## src/rtl/cfg_pkg.sv

```systemverilog
package cfg_pkg;

  typedef enum logic [1:0] {
    MODE_PAR  = 2'd0,
    MODE_SER  = 2'd1,
    MODE_CONC = 2'd2
  } mode_e;

  typedef enum logic [2:0] {
    ST_IDLE,
    ST_PREP,
    ST_STREAM,
    ST_FLUSH,
    ST_WAITD,
    ST_HOLD,
    ST_DONE
  } state_e;

  // Round the requested chain count up to a supported lane width.
  function automatic logic [3:0] lane_width(input logic [3:0] cnt);
    if (cnt <= 4'd1)      return 4'd1;
    else if (cnt == 4'd2) return 4'd2;
    else if (cnt <= 4'd4) return 4'd4;
    else                  return 4'd8;
  endfunction

  function automatic mode_e decode_mode(input logic [1:0] m);
    case (m)
      2'd0:    return MODE_PAR;
      2'd2:    return MODE_CONC;
      default: return MODE_SER;
    endcase
  endfunction

  function automatic logic [7:0] lane_mask(input logic [3:0] w);
    logic [8:0] m;
    m = (9'd1 << w) - 9'd1;
    return m[7:0];
  endfunction

endpackage

```

## src/rtl/cfg_sync.sv

```systemverilog
module cfg_sync #(
  parameter int STAGES  = 2,
  parameter bit RST_VAL = 1'b1
) (
  input  logic clk,
  input  logic rst,
  input  logic d,
  output logic q
);
  logic [STAGES-1:0] chain;

  always_ff @(posedge clk) begin
    if (rst) chain <= {STAGES{RST_VAL}};
    else     chain <= {chain[STAGES-2:0], d};
  end

  assign q = chain[STAGES-1];
endmodule

```

## src/rtl/cfg_fetch.sv

```systemverilog
module cfg_fetch #(
  parameter int AW = 12,
  parameter int LW = 8
) (
  input  logic             clk,
  input  logic             rst,
  input  logic             clr,
  input  logic [LW-1:0]    len,
  input  logic [3:0]       width,
  input  logic             consume,
  output logic             mem_rd,
  output logic [AW-1:0]    mem_addr,
  input  logic [7:0]       mem_rdata,
  output logic [7:0][7:0]  bytes_o,
  output logic             full_o
);
  logic          issuing;
  logic [2:0]    k;
  logic [AW-1:0] addr;
  logic [LW-1:0] grp;
  logic          rd_q;
  logic          last_q;
  logic [2:0]    k_q;
  logic          full;
  logic [7:0]    buf_q [8];
  logic          k_last;

  assign k_last = (k == 3'(width - 4'd1));

  always_ff @(posedge clk) begin
    if (rst || clr) begin
      issuing <= 1'b0;
      k       <= '0;
      addr    <= '0;
      grp     <= '0;
      rd_q    <= 1'b0;
      last_q  <= 1'b0;
      k_q     <= '0;
      full    <= 1'b0;
    end else begin
      if (consume) full <= 1'b0;
      if (issuing) begin
        addr <= addr + 1'b1;
        k    <= k + 1'b1;
        if (k_last) begin
          issuing <= 1'b0;
          grp     <= grp + 1'b1;
        end
      end else if (!full && !rd_q && (grp < len)) begin
        issuing <= 1'b1;
        k       <= '0;
      end
      rd_q   <= issuing;
      k_q    <= k;
      last_q <= issuing && k_last;
      if (rd_q && last_q) full <= 1'b1;
    end
  end

  always_ff @(posedge clk) begin
    if (rd_q) buf_q[k_q] <= mem_rdata;
  end

  genvar gi;
  generate
    for (gi = 0; gi < 8; gi++) begin : g_out
      assign bytes_o[gi] = buf_q[gi];
    end
  endgenerate

  assign mem_rd   = issuing;
  assign mem_addr = addr;
  assign full_o   = full;
endmodule

```

## src/rtl/cfg_lanes.sv

```systemverilog
module cfg_lanes
  import cfg_pkg::*;
(
  input  logic            clk,
  input  logic            rst,
  input  logic            clr,
  input  logic            load,
  input  logic            step,
  input  mode_e           mode,
  input  logic [3:0]      width,
  input  logic [7:0][7:0] bytes_i,
  output logic [7:0]      data_o,
  output logic            last_o
);
  logic [7:0] sh [8];
  logic [2:0] bidx;
  logic [2:0] sel;
  logic [7:0] nbit;
  logic [7:0] par_byte;
  logic [7:0] next_data;

  assign sel = load ? 3'd0 : bidx + 3'd1;

  genvar k;
  generate
    for (k = 0; k < 8; k++) begin : g_lane
      logic [7:0] src;
      assign src     = load ? bytes_i[k] : sh[k];
      assign nbit[k] = (4'(k) < width) ? src[sel] : 1'b0;
      always_ff @(posedge clk) begin
        if (load) sh[k] <= bytes_i[k];
      end
    end
  endgenerate

  assign par_byte  = load ? bytes_i[0] : sh[0];
  assign next_data = (mode == MODE_PAR) ? par_byte : nbit;
  assign last_o    = (mode == MODE_PAR) || (bidx == 3'd7);

  always_ff @(posedge clk) begin
    if (rst || clr) begin
      data_o <= '0;
      bidx   <= '0;
    end else if (load) begin
      data_o <= next_data;
      bidx   <= '0;
    end else if (step) begin
      data_o <= next_data;
      bidx   <= bidx + 3'd1;
    end
  end
endmodule

```

## src/rtl/cfg_streamer.sv

```systemverilog
module cfg_streamer
  import cfg_pkg::*;
#(
  parameter int AW       = 12,
  parameter int LW       = 8,
  parameter int EW       = 8,
  parameter int DIV_HALF = 2,
  parameter int TIMEOUT  = 64
) (
  input  logic          clk,
  input  logic          rst,
  input  logic          start,
  input  logic [1:0]    mode_sel,
  input  logic [3:0]    lane_cnt,
  input  logic [LW-1:0] stream_len,
  input  logic [EW-1:0] extra_clks,
  input  logic          nstatus_in,
  input  logic          conf_done_in,
  output logic          mem_rd,
  output logic [AW-1:0] mem_addr,
  input  logic [7:0]    mem_rdata,
  output logic          dclk,
  output logic [7:0]    data,
  output logic          busy,
  output logic          cfg_done,
  output logic          cfg_err
);
  localparam int HW = (DIV_HALF > 1) ? $clog2(DIV_HALF) : 1;
  localparam int TW = $clog2(TIMEOUT + 1);
  localparam logic [HW-1:0] HMAX = HW'(DIV_HALF - 1);

  state_e          st;
  mode_e           mode_q;
  logic [3:0]      width_q;
  logic [LW-1:0]   len_q;
  logic [EW-1:0]   extra_q;
  logic [HW-1:0]   hc;
  logic            dclk_q;
  logic [LW-1:0]   grp;
  logic [EW-1:0]   fc;
  logic [TW-1:0]   tcnt;
  logic            err_q;

  logic            nst_s, done_s;
  logic            fetch_full, fetch_clr, consume;
  logic [7:0][7:0] fetch_bytes;
  logic            lane_load, lane_step, lane_clr, lane_last;
  logic [7:0]      lane_data;
  logic            active, fault_now, half_end, fall, final_beat;

  cfg_sync #(.STAGES(2), .RST_VAL(1'b1)) u_sync_nst (
    .clk(clk), .rst(rst), .d(nstatus_in), .q(nst_s)
  );
  cfg_sync #(.STAGES(2), .RST_VAL(1'b0)) u_sync_done (
    .clk(clk), .rst(rst), .d(conf_done_in), .q(done_s)
  );

  assign active     = (st == ST_PREP) || (st == ST_STREAM) ||
                      (st == ST_FLUSH) || (st == ST_WAITD);
  assign fault_now  = active && !nst_s;
  assign half_end   = (hc == HMAX);
  assign fall       = half_end && dclk_q;
  assign final_beat = lane_last && (grp == LW'(len_q - 1'b1));

  always_comb begin
    lane_load = 1'b0;
    lane_step = 1'b0;
    consume   = 1'b0;
    if (!fault_now) begin
      if (st == ST_PREP && fetch_full) begin
        lane_load = 1'b1;
        consume   = 1'b1;
      end else if (st == ST_STREAM && fall && !final_beat) begin
        if (lane_last) begin
          lane_load = 1'b1;
          consume   = 1'b1;
        end else begin
          lane_step = 1'b1;
        end
      end
    end
  end

  assign lane_clr  = fault_now || (st == ST_STREAM && fall && final_beat) ||
                     !((st == ST_PREP) || (st == ST_STREAM));
  assign fetch_clr = fault_now || (st == ST_IDLE) || (st == ST_HOLD) ||
                     (st == ST_DONE);

  cfg_fetch #(.AW(AW), .LW(LW)) u_fetch (
    .clk(clk), .rst(rst), .clr(fetch_clr), .len(len_q), .width(width_q),
    .consume(consume), .mem_rd(mem_rd), .mem_addr(mem_addr),
    .mem_rdata(mem_rdata), .bytes_o(fetch_bytes), .full_o(fetch_full)
  );

  cfg_lanes u_lanes (
    .clk(clk), .rst(rst), .clr(lane_clr), .load(lane_load), .step(lane_step),
    .mode(mode_q), .width(width_q), .bytes_i(fetch_bytes),
    .data_o(lane_data), .last_o(lane_last)
  );

  always_ff @(posedge clk) begin
    if (rst) begin
      st      <= ST_IDLE;
      mode_q  <= MODE_SER;
      width_q <= 4'd1;
      len_q   <= '0;
      extra_q <= '0;
      hc      <= '0;
      dclk_q  <= 1'b0;
      grp     <= '0;
      fc      <= '0;
      tcnt    <= '0;
      err_q   <= 1'b0;
    end else begin
      err_q <= 1'b0;
      if (fault_now) begin
        st     <= ST_HOLD;
        dclk_q <= 1'b0;
        err_q  <= 1'b1;
      end else begin
        case (st)
          ST_IDLE, ST_DONE: begin
            dclk_q <= 1'b0;
            if (start) begin
              mode_q  <= decode_mode(mode_sel);
              width_q <= (decode_mode(mode_sel) == MODE_CONC) ?
                         lane_width(lane_cnt) : 4'd1;
              len_q   <= stream_len;
              extra_q <= extra_clks;
              st      <= ST_PREP;
            end
          end
          ST_HOLD: begin
            dclk_q <= 1'b0;
            if (nst_s) st <= ST_PREP;
          end
          ST_PREP: begin
            hc     <= '0;
            dclk_q <= 1'b0;
            grp    <= '0;
            if (fetch_full) st <= ST_STREAM;
          end
          ST_STREAM, ST_FLUSH: begin
            hc <= half_end ? '0 : hc + 1'b1;
            if (half_end) dclk_q <= ~dclk_q;
            if (fall) begin
              if (st == ST_STREAM) begin
                if (final_beat) begin
                  fc   <= '0;
                  tcnt <= '0;
                  st   <= (extra_q == '0) ? ST_WAITD : ST_FLUSH;
                end else if (lane_last) begin
                  grp <= grp + 1'b1;
                end
              end else begin
                fc <= fc + 1'b1;
                if (fc == EW'(extra_q - 1'b1)) begin
                  tcnt <= '0;
                  st   <= ST_WAITD;
                end
              end
            end
          end
          ST_WAITD: begin
            dclk_q <= 1'b0;
            tcnt   <= tcnt + 1'b1;
            if (done_s) begin
              st <= ST_DONE;
            end else if (tcnt == TW'(TIMEOUT - 1)) begin
              st    <= ST_HOLD;
              err_q <= 1'b1;
            end
          end
          default: st <= ST_IDLE;
        endcase
      end
    end
  end

  assign dclk     = dclk_q;
  assign data     = lane_data;
  assign busy     = (st != ST_IDLE) && (st != ST_DONE);
  assign cfg_done = (st == ST_DONE);
  assign cfg_err  = err_q;
endmodule

```

## config.mk

```make
export PLATFORM = sky130hd
export DESIGN_NAME = cfg_streamer
export DESIGN_NICKNAME = d
export VERILOG_FILES = /design/src/rtl/cfg_pkg.sv /design/src/rtl/cfg_sync.sv /design/src/rtl/cfg_fetch.sv /design/src/rtl/cfg_lanes.sv /design/src/rtl/cfg_streamer.sv
export SDC_FILE = /design/constraint.sdc
export NUM_CORES = 1
export LEC_CHECK = 0
export ABC_AREA = 1
export BUFFER_PORTS_ARGS = -buffer_cell sky130_fd_sc_hd__clkbuf_2
export CAP_MARGIN = 0
export CORE_MARGIN = 1.5
export CORE_UTILIZATION = 46
export DETAILED_ROUTE_END_ITERATION = 10
export PLACE_DENSITY = 0.66
export SLEW_MARGIN = 5
export SYNTH_ARGS = -nofsm -noshare
export SYNTH_HDL_FRONTEND = slang
export SYNTH_SLANG_ARGS = --single-unit
export TNS_END_PERCENT = 20
```

## constraint.sdc

```tcl
create_clock -name clk -period 2.55 [get_ports clk]
set_input_delay 0.3825 -clock clk [delete_from_list [all_inputs] [get_ports clk]]
set_output_delay 0.3825 -clock clk [all_outputs]
set_load 0.02 [all_outputs]
```

== After elaboration in Yosys (flattened, before gate mapping) ==
Memories as Yosys holds them, arrays and structs flattened.
Cells that the tools add are included.
Widths: inputs -> output; s select.

* Memory bits (writable): 128
* Register bits after elaboration: 96
* Word-level logic and storage cells: 234
* Memory bits (read-only): 0
* Bits in latches: 0
* Memories: 2

* Muxes and demuxes: 96
* $add $sub $neg: 11
* Order comparisons: 12
* Bitwise gates (word level): 2
* Multipliers: 0
* Div/mod/pow operators: 0
* Equality and inequality tests: 34
* Shifts and indexed selects: 0
* Reduce and logical (&&, ||, !) cells: 53

{| class="wikitable"
|+ Memory list
! memory !! words !! bits a word !! rd ports !! clocked after Yosys merged registers in !! wr ports !! RTL line !! RTL
|-
| u_fetch.buf_q || 8 || 8 || 8 || 0 || 1 || cfg_fetch.sv:25 || <nowiki>logic [7:0] buf_q [8];</nowiki>
|-
| u_lanes.sh || 8 || 8 || 8 || 0 || 8 || cfg_lanes.sv:15 || <nowiki>logic [7:0] sh [8];</nowiki>
|}

{| class="wikitable"
|+ Operators by type and width
! kind !! number
|-
| $mux 8 || 17
|-
| $mux 3 || 14
|-
| $mux 1 || 39
|-
| $mux 7 || 4
|-
| $add 8x1->8 const B || 3
|-
| $bmux 1 s3 || 8
|-
| $eq 8x8->1 || 2
|-
| $lt 3x4->1 const A || 4
|-
| $mux 4 || 4
|-
| $pmux 8 s2 || 1
|-
| $sub 8x1->8 const B || 2
|-
| $ne 3x3->1 const B || 5
|-
| $pmux 3 s5 || 1
|-
| $ne 2x2->1 const B || 7
|-
| $pmux 7 s2 || 1
|-
| $reduce_and 7->1 || 2
|-
| $add 12x1->12 const B || 1
|-
| $eq 3x3->1 const B || 4
|-
| $logic_and 1x1->1 || 12
|-
| $reduce_bool 2->1 || 6
|-
| $logic_or 1x1->1 || 11
|-
| $logic_not 8->1 || 1
|-
| $lt 1x4->1 const A || 2
|-
| $lt 2x4->1 const A || 2
|-
| other kinds (34) || 55
|}

== Logic depth before layout (Yosys ltp) ==
* Depth in word-level cells: 15
* Gate-level depth with buffers: 23

== Modules after synthesis ==
Synthesis repeated with hierarchy kept, for this count alone.

* Cells, all modules: 1,164
* Area, all modules: 10,357.4 um2

{| class="wikitable"
|+ Modules (own cells, without submodules)
! module !! times used !! area each (um2) !! seq. area each (um2) !! cells an instance
|-
| cfg_fetch || 1 || 3,602.2 || 2,522.4 || 288
|-
| cfg_lanes || 1 || 3,435.8 || 2,062.0 || 371
|-
| cfg_streamer || 1 || 3,205.6 || 1,021.0 || 492
|-
| cfg_sync (u_sync_nst) || 1 || 58.8 || 40.0 || 7
|-
| cfg_sync (u_sync_done) || 1 || 55.1 || 40.0 || 6
|}

== Worst setup path before layout ==
No wires, ideal clock.

* Kind: reg-to-reg
* Start point: register len_q[0]
* End point: register u_lanes.data_o[1]
* Period minus slack after synthesis: 2.472 ns
* Path buffers: 2
* Cell stages (with the launch flop): 20
* Data required time: 2.479 ns
* Setup time: 0.071 ns
* Path slack: 0.078 ns
* Data arrival time: 2.402 ns
* Cells stage by stage: dfxtp_1 inv_2 ha_1 nand2_1 nand2_1 nand3_1 nor2_1 nand2_1 nor2_2 nand2_1 nand2_2 nand2_4 nand2_8 inv_2 buf_4 buf_4 nand2_1 a31oi_1 nand2_1 a21oi_1

* Longest elaborated chain between the ends: 15
* Elaborated cells between the ends (all ways): 25
* Classes of those cells: 1 x add/sub; 1 x eq/ne; 15 x mux; 8 x reduce/logical

{| class="wikitable"
|+ RTL lines
! element !! RTL line !! RTL
|-
| from (decl) || cfg_streamer.sv:35 || <nowiki>logic [LW-1:0] len_q;</nowiki>
|-
| from (signal assigned) || cfg_streamer.sv:128 || <nowiki>len_q <= stream_len;</nowiki>
|-
| $sub 8x1->8 * || cfg_streamer.sv:63 || <nowiki>assign final_beat = lane_last && (grp == LW'(len_q - 1'b1));</nowiki>
|-
| $eq 8x8->1 * || cfg_streamer.sv:63 ||
|-
| $logic_and 1x1->1 * || cfg_streamer.sv:63 ||
|-
| $logic_not 1->1 * || cfg_streamer.sv:73 || <nowiki>end else if (st == ST_STREAM && fall && !final_beat) begin</nowiki>
|-
| $logic_and 1x1->1 * || cfg_streamer.sv:73 ||
|-
| $mux 1 * (3 in a row) || -- ||
|-
| net consume || cfg_streamer.sv:45 || <nowiki>logic fetch_full, fetch_clr, consume;</nowiki>
|-
| $mux 8 / $mux 3 (equally long branches) || cfg_lanes.sv:28, cfg_lanes.sv:22 ||
|-
| $bmux 1 s3 || cfg_lanes.sv:29 || <nowiki>assign nbit[k] = (4'(k) < width) ? src[sel] : 1'b0;</nowiki>
|-
| $mux 1 (not written as such) || cfg_lanes.sv:29 ||
|-
| $mux 1 || cfg_lanes.sv:29 ||
|-
| $mux 8 || cfg_lanes.sv:37 || <nowiki>assign next_data = (mode == MODE_PAR) ? par_byte : nbit;</nowiki>
|-
| $mux 8 || cfg_lanes.sv:47 || <nowiki>end else if (step) begin</nowiki>
|-
| $mux 8 || cfg_lanes.sv:44 || <nowiki>end else if (load) begin</nowiki>
|-
| to (signal assigned) || cfg_lanes.sv:45 || <nowiki>data_o <= next_data;</nowiki>
|-
| to (signal assigned) || cfg_lanes.sv:48 || <nowiki>data_o <= next_data;</nowiki>
|-
| to (decl) || cfg_lanes.sv:12 || <nowiki>output logic [7:0] data_o,</nowiki>
|}

Mark *: on every way through the listed nets, which the timed path passes. The rest lies on a longest branch. The select of a mux whose other input is x is not followed.
A chain may end at the register's enable or synchronous reset.

== Final worst setup path ==
* Start point: register len_q[1]
* End point: register u_lanes.data_o[1]

* Longest elaborated chain between the ends: 15
* Elaborated cells between the ends (all ways): 25
* Classes of those cells: 1 x add/sub; 1 x eq/ne; 15 x mux; 8 x reduce/logical

{| class="wikitable"
|+ RTL lines
! element !! RTL line !! RTL
|-
| $sub 8x1->8 * || cfg_streamer.sv:63 ||
|-
| $eq 8x8->1 * || cfg_streamer.sv:63 ||
|-
| $logic_and 1x1->1 * || cfg_streamer.sv:63 ||
|-
| $logic_not 1->1 || cfg_streamer.sv:73 ||
|-
| $logic_and 1x1->1 || cfg_streamer.sv:73 ||
|-
| $mux 1 || cfg_streamer.sv:73 ||
|-
| $mux 1 || cfg_streamer.sv:70 || <nowiki>if (st == ST_PREP && fetch_full) begin</nowiki>
|-
| $mux 1 || cfg_streamer.sv:69 || <nowiki>if (!fault_now) begin</nowiki>
|-
| $mux 8 / $mux 3 (equally long branches) || cfg_lanes.sv:28, cfg_lanes.sv:22 ||
|-
| $bmux 1 s3 || cfg_lanes.sv:29 ||
|-
| $mux 1 (not written as such) || cfg_lanes.sv:29 ||
|-
| $mux 1 || cfg_lanes.sv:29 ||
|-
| $mux 8 || cfg_lanes.sv:37 ||
|-
| $mux 8 || cfg_lanes.sv:47 ||
|-
| $mux 8 || cfg_lanes.sv:44 ||
|}

Mark *: on every way between the ends. The rest lies on a longest branch, timed or not. The select of a mux whose other input is x is not followed.

==> results.ini <==
[floorplanning]
die_x_um=149.6
ios=60
start_util=0.4690
core-area_um2=21090
num_rows=53
die-area_um2=22390
die_h_um=149.6

[layout]
final_nets=1221
nFillCells=1810
antenna-diode-count=0
fin_util=0.5618
multiInputGateArea_um2=3790
seq_area_um2=5690
drive_above_1_share=0.1892
syn2layout_area_growth_pct=19.77
layout.cells.non_filler=1459

[setup_path]
startpoint_type=register
crit_chain=inv_2 > ha_4 > nand2_1 > nand2_1 > nand3_2 > nor2_2 > nand2_1 > nor2_2 > nand2_2 > nand2_2 > nand2_4 > buf_12 > a21oi_4 > nand3_2 > nand3_1 > nand2_2 > nand2_1 > nand2_1 > nand2_2 > a21oi_1
reg2reg_to=u_lanes.data_o[1]
endpoint_kind=register
crit_top_cell=nand2_1
crit_required_ns=2.97
critPathCapture=u_lanes.data_o[1]
path_delay_family=simple AND/OR/NAND/NOR gates
arrival_ns=2.91
critPathMaxStageDelay_ns=0.33
rr_worst_depth=20
r2r-start=len_q[1]
path_class=reg2reg
path_depth=20
cp_num_buf_inv=2
cp-startpoint=len_q[1]
cp_max_fo=8
slowest_stage=dfxtp_2
regToRegSetupSlack_ns=0.06

[clock_tree]
htreeDepth=1
cts_buffer_depth=3
numCtsBuffers=24
clk_latency_ns=0.52
clk_pin_slew_worst_paths_ns=0.06
cts_sinks=224
tritoncts=built
cts_hold_buf=0
cts-root-buf=clkbuf_16

[sta]
final-hold-violation-count=0
tightestPinTransition_ns=0.8430
clock_skew_ns=0.01402
slew_viol_final=0
relSlewSlack=0.4359
fin_crit_ns=2.491
setup_tns_ns=0
setup_violations=0
fin_crit_sh=0.9768
max_freq_mhz=401.5
grt_setup_unrepaired=yes

[yosys]
synthArstFlopShare=0
synth-seq-area-share=0.5748
syn_area_per_cell_um2=9.340
synth.top_cells.by_count=nand2_1 (195), edfxtp_1 (120), inv_1 (112)
synthCells=1059
synth_flop_cell=edfxtp_1
syn_nets=1114
yosysWarningCount=0
synth_area_leaders=edfxtp_1 (36%), dfxtp_1 (21%), nand2_1 (7.4%), inv_1 (4.3%), nor2_1 (4.1%)
synth_most_common_cell=nand2_1
synth_edf_count=120
synth_seq_cells=224
yosysTopAreaCell=edfxtp_1
synth.distinct_cells=52
syn_area_um2=9891
yosysTopAreaCellShare=0.3643

[drt]
wl_per_cell_um=15.59
first_pass_iters=5
drcViolationCount=0
ant_nets=0
via_count=7584
drt-total-wl_um=22740
drtIter0Drc=516
via_per_inst=5.198

[grt]
grt_max_degree=28
grt.total_usage=0.1989
grt_pass1_vias=6972
grt_pass1_wl_um=35090
overflow=0
grt_antenna_before_repair=0

[power_and_ir_drop]
p_per_area_nw_per_um2=808.7
vdd_drop_max_v=0.0004894
leakage_uw=0.004734

[worst_hold_path]
hp-class=in2reg

[status]
status=complete, no violations

[flow_run]
drv_cap=0

[placed_design]
portBuffers=59
place_congestion=0.9007
dp.cells=1398
place_hpwl_um=15190

## power by group
group | switching [µW] | internal, µW | leakage (µW)
clock network | 1400 | 1970 | 0.000378
logic | 1300 | 738 | 0.00243
registers | 197 | 3970 | 0.00192
## per-stage QoR
stage / cell area [µm²] / hold WS, ns / power, µW / worst slack (ns)
6_report: 11850 / 0.04494 / 9580 / 0.05917
5_1_grt: 11850 / 0.04862 / 10070 / -0.1150
2_1_floorplan: 9891 / 0.3883 / 5567 / 0.07779
4_1_cts: 11400 / 0.03288 / 9528 / -0.0002982
3_3_place_gp: 10630 / 0.3940 / 6120 / -0.001840
3_5_place_dp: 10630 / 0.3944 / 6144 / -0.04216
## how the worst min path moves through the flow
| stage | startpoint | endpoint | slack, ns | cells after the start |
|---|---|---|---|---|
| 6_report | nstatus_in | u_sync_nst.chain[0] | 0.04 | 2 |
| 5_1_grt | nstatus_in | u_sync_nst.chain[0] | 0.05 | 2 |
| 4_1_cts | nstatus_in | u_sync_nst.chain[0] | 0.03 | 2 |
| 3_5_place_dp | u_sync_done.chain[0] | u_sync_done.chain[1] | 0.39 | 2 |
| 3_3_place_gp | u_sync_nst.chain[0] | u_sync_nst.chain[1] | 0.39 | 1 |
| 2_1_floorplan | u_sync_done.chain[0] | u_sync_done.chain[1] | 0.39 | 2 |
## layer usage
metal / track usage / up-vias / part of all wire
met3: 0.03049 / 38 / 0.062
met5: 0 / - / 0
li1: - / 3786 / -
met1: 0.2737 / 3533 / 0.46
met2: 0.3267 / 227 / 0.46
met4: 0.05297 / 0 / 0.019
## state kept, by name (all words and copies together) (netlist names), 3 cells and up
name              cells
extra_q               8
fc                    8
grp                   8
len_q                 8
st                    3
tcnt                  7
u_fetch.buf_q        64
u_fetch.grp           8
u_fetch.k             3
u_fetch.k_q           3
u_fetch.mem_addr     12
u_lanes.bidx          3
u_lanes.data_o        8
u_lanes.sh           64
width_q               4
## kinds of logic after synthesis
family,count (synthesis),share of synthesized area
and+or+nand+nor,449,0.2052
DFF,224,0.5748
AOI/OAI and AO/OA,180,0.1018
buffers and inverters,154,0.06452
xor gates and xnor gates,32,0.02834
adders and majority gates,20,0.02530
## layout by cell type (no fill, tap or decap), types with 14 or more instances in the layout
cell	n
a21oi_1	68
buf_4	37
clkbuf_16	27
clkbuf_2	59
dfxtp_1	100
edfxtp_1	120
ha_1	17
inv_1	110
nand2_1	187
nand3_1	56
nor2_1	106
nor3_1	18
o21ai_0	56
o21ai_1	14
xnor2_1	14
xor2_1	18
## what timing repair did
action                     4_1_cts  5_1_grt
setup endpoints to repair        4       47
buffers inserted                 0       12
cloned                           0        5
pin swaps                        0       17
gates resized for setup          2       71
## area by class of cell
| type | count | share of cell area |
|---|---|---|
| Clock buffer | 30 | 0.05344 |
| Clock inverter | 14 | 0.01130 |
| Inverter | 126 | 0.04119 |
| Multi-Input combinational cell | 683 | 0.3199 |
| Sequential cell | 224 | 0.4804 |
| Tap cell | 275 | 0.02905 |
| Timing Repair Buffer | 107 | 0.06474 |
Note: power is estimated with default switching activity, not from simulation.
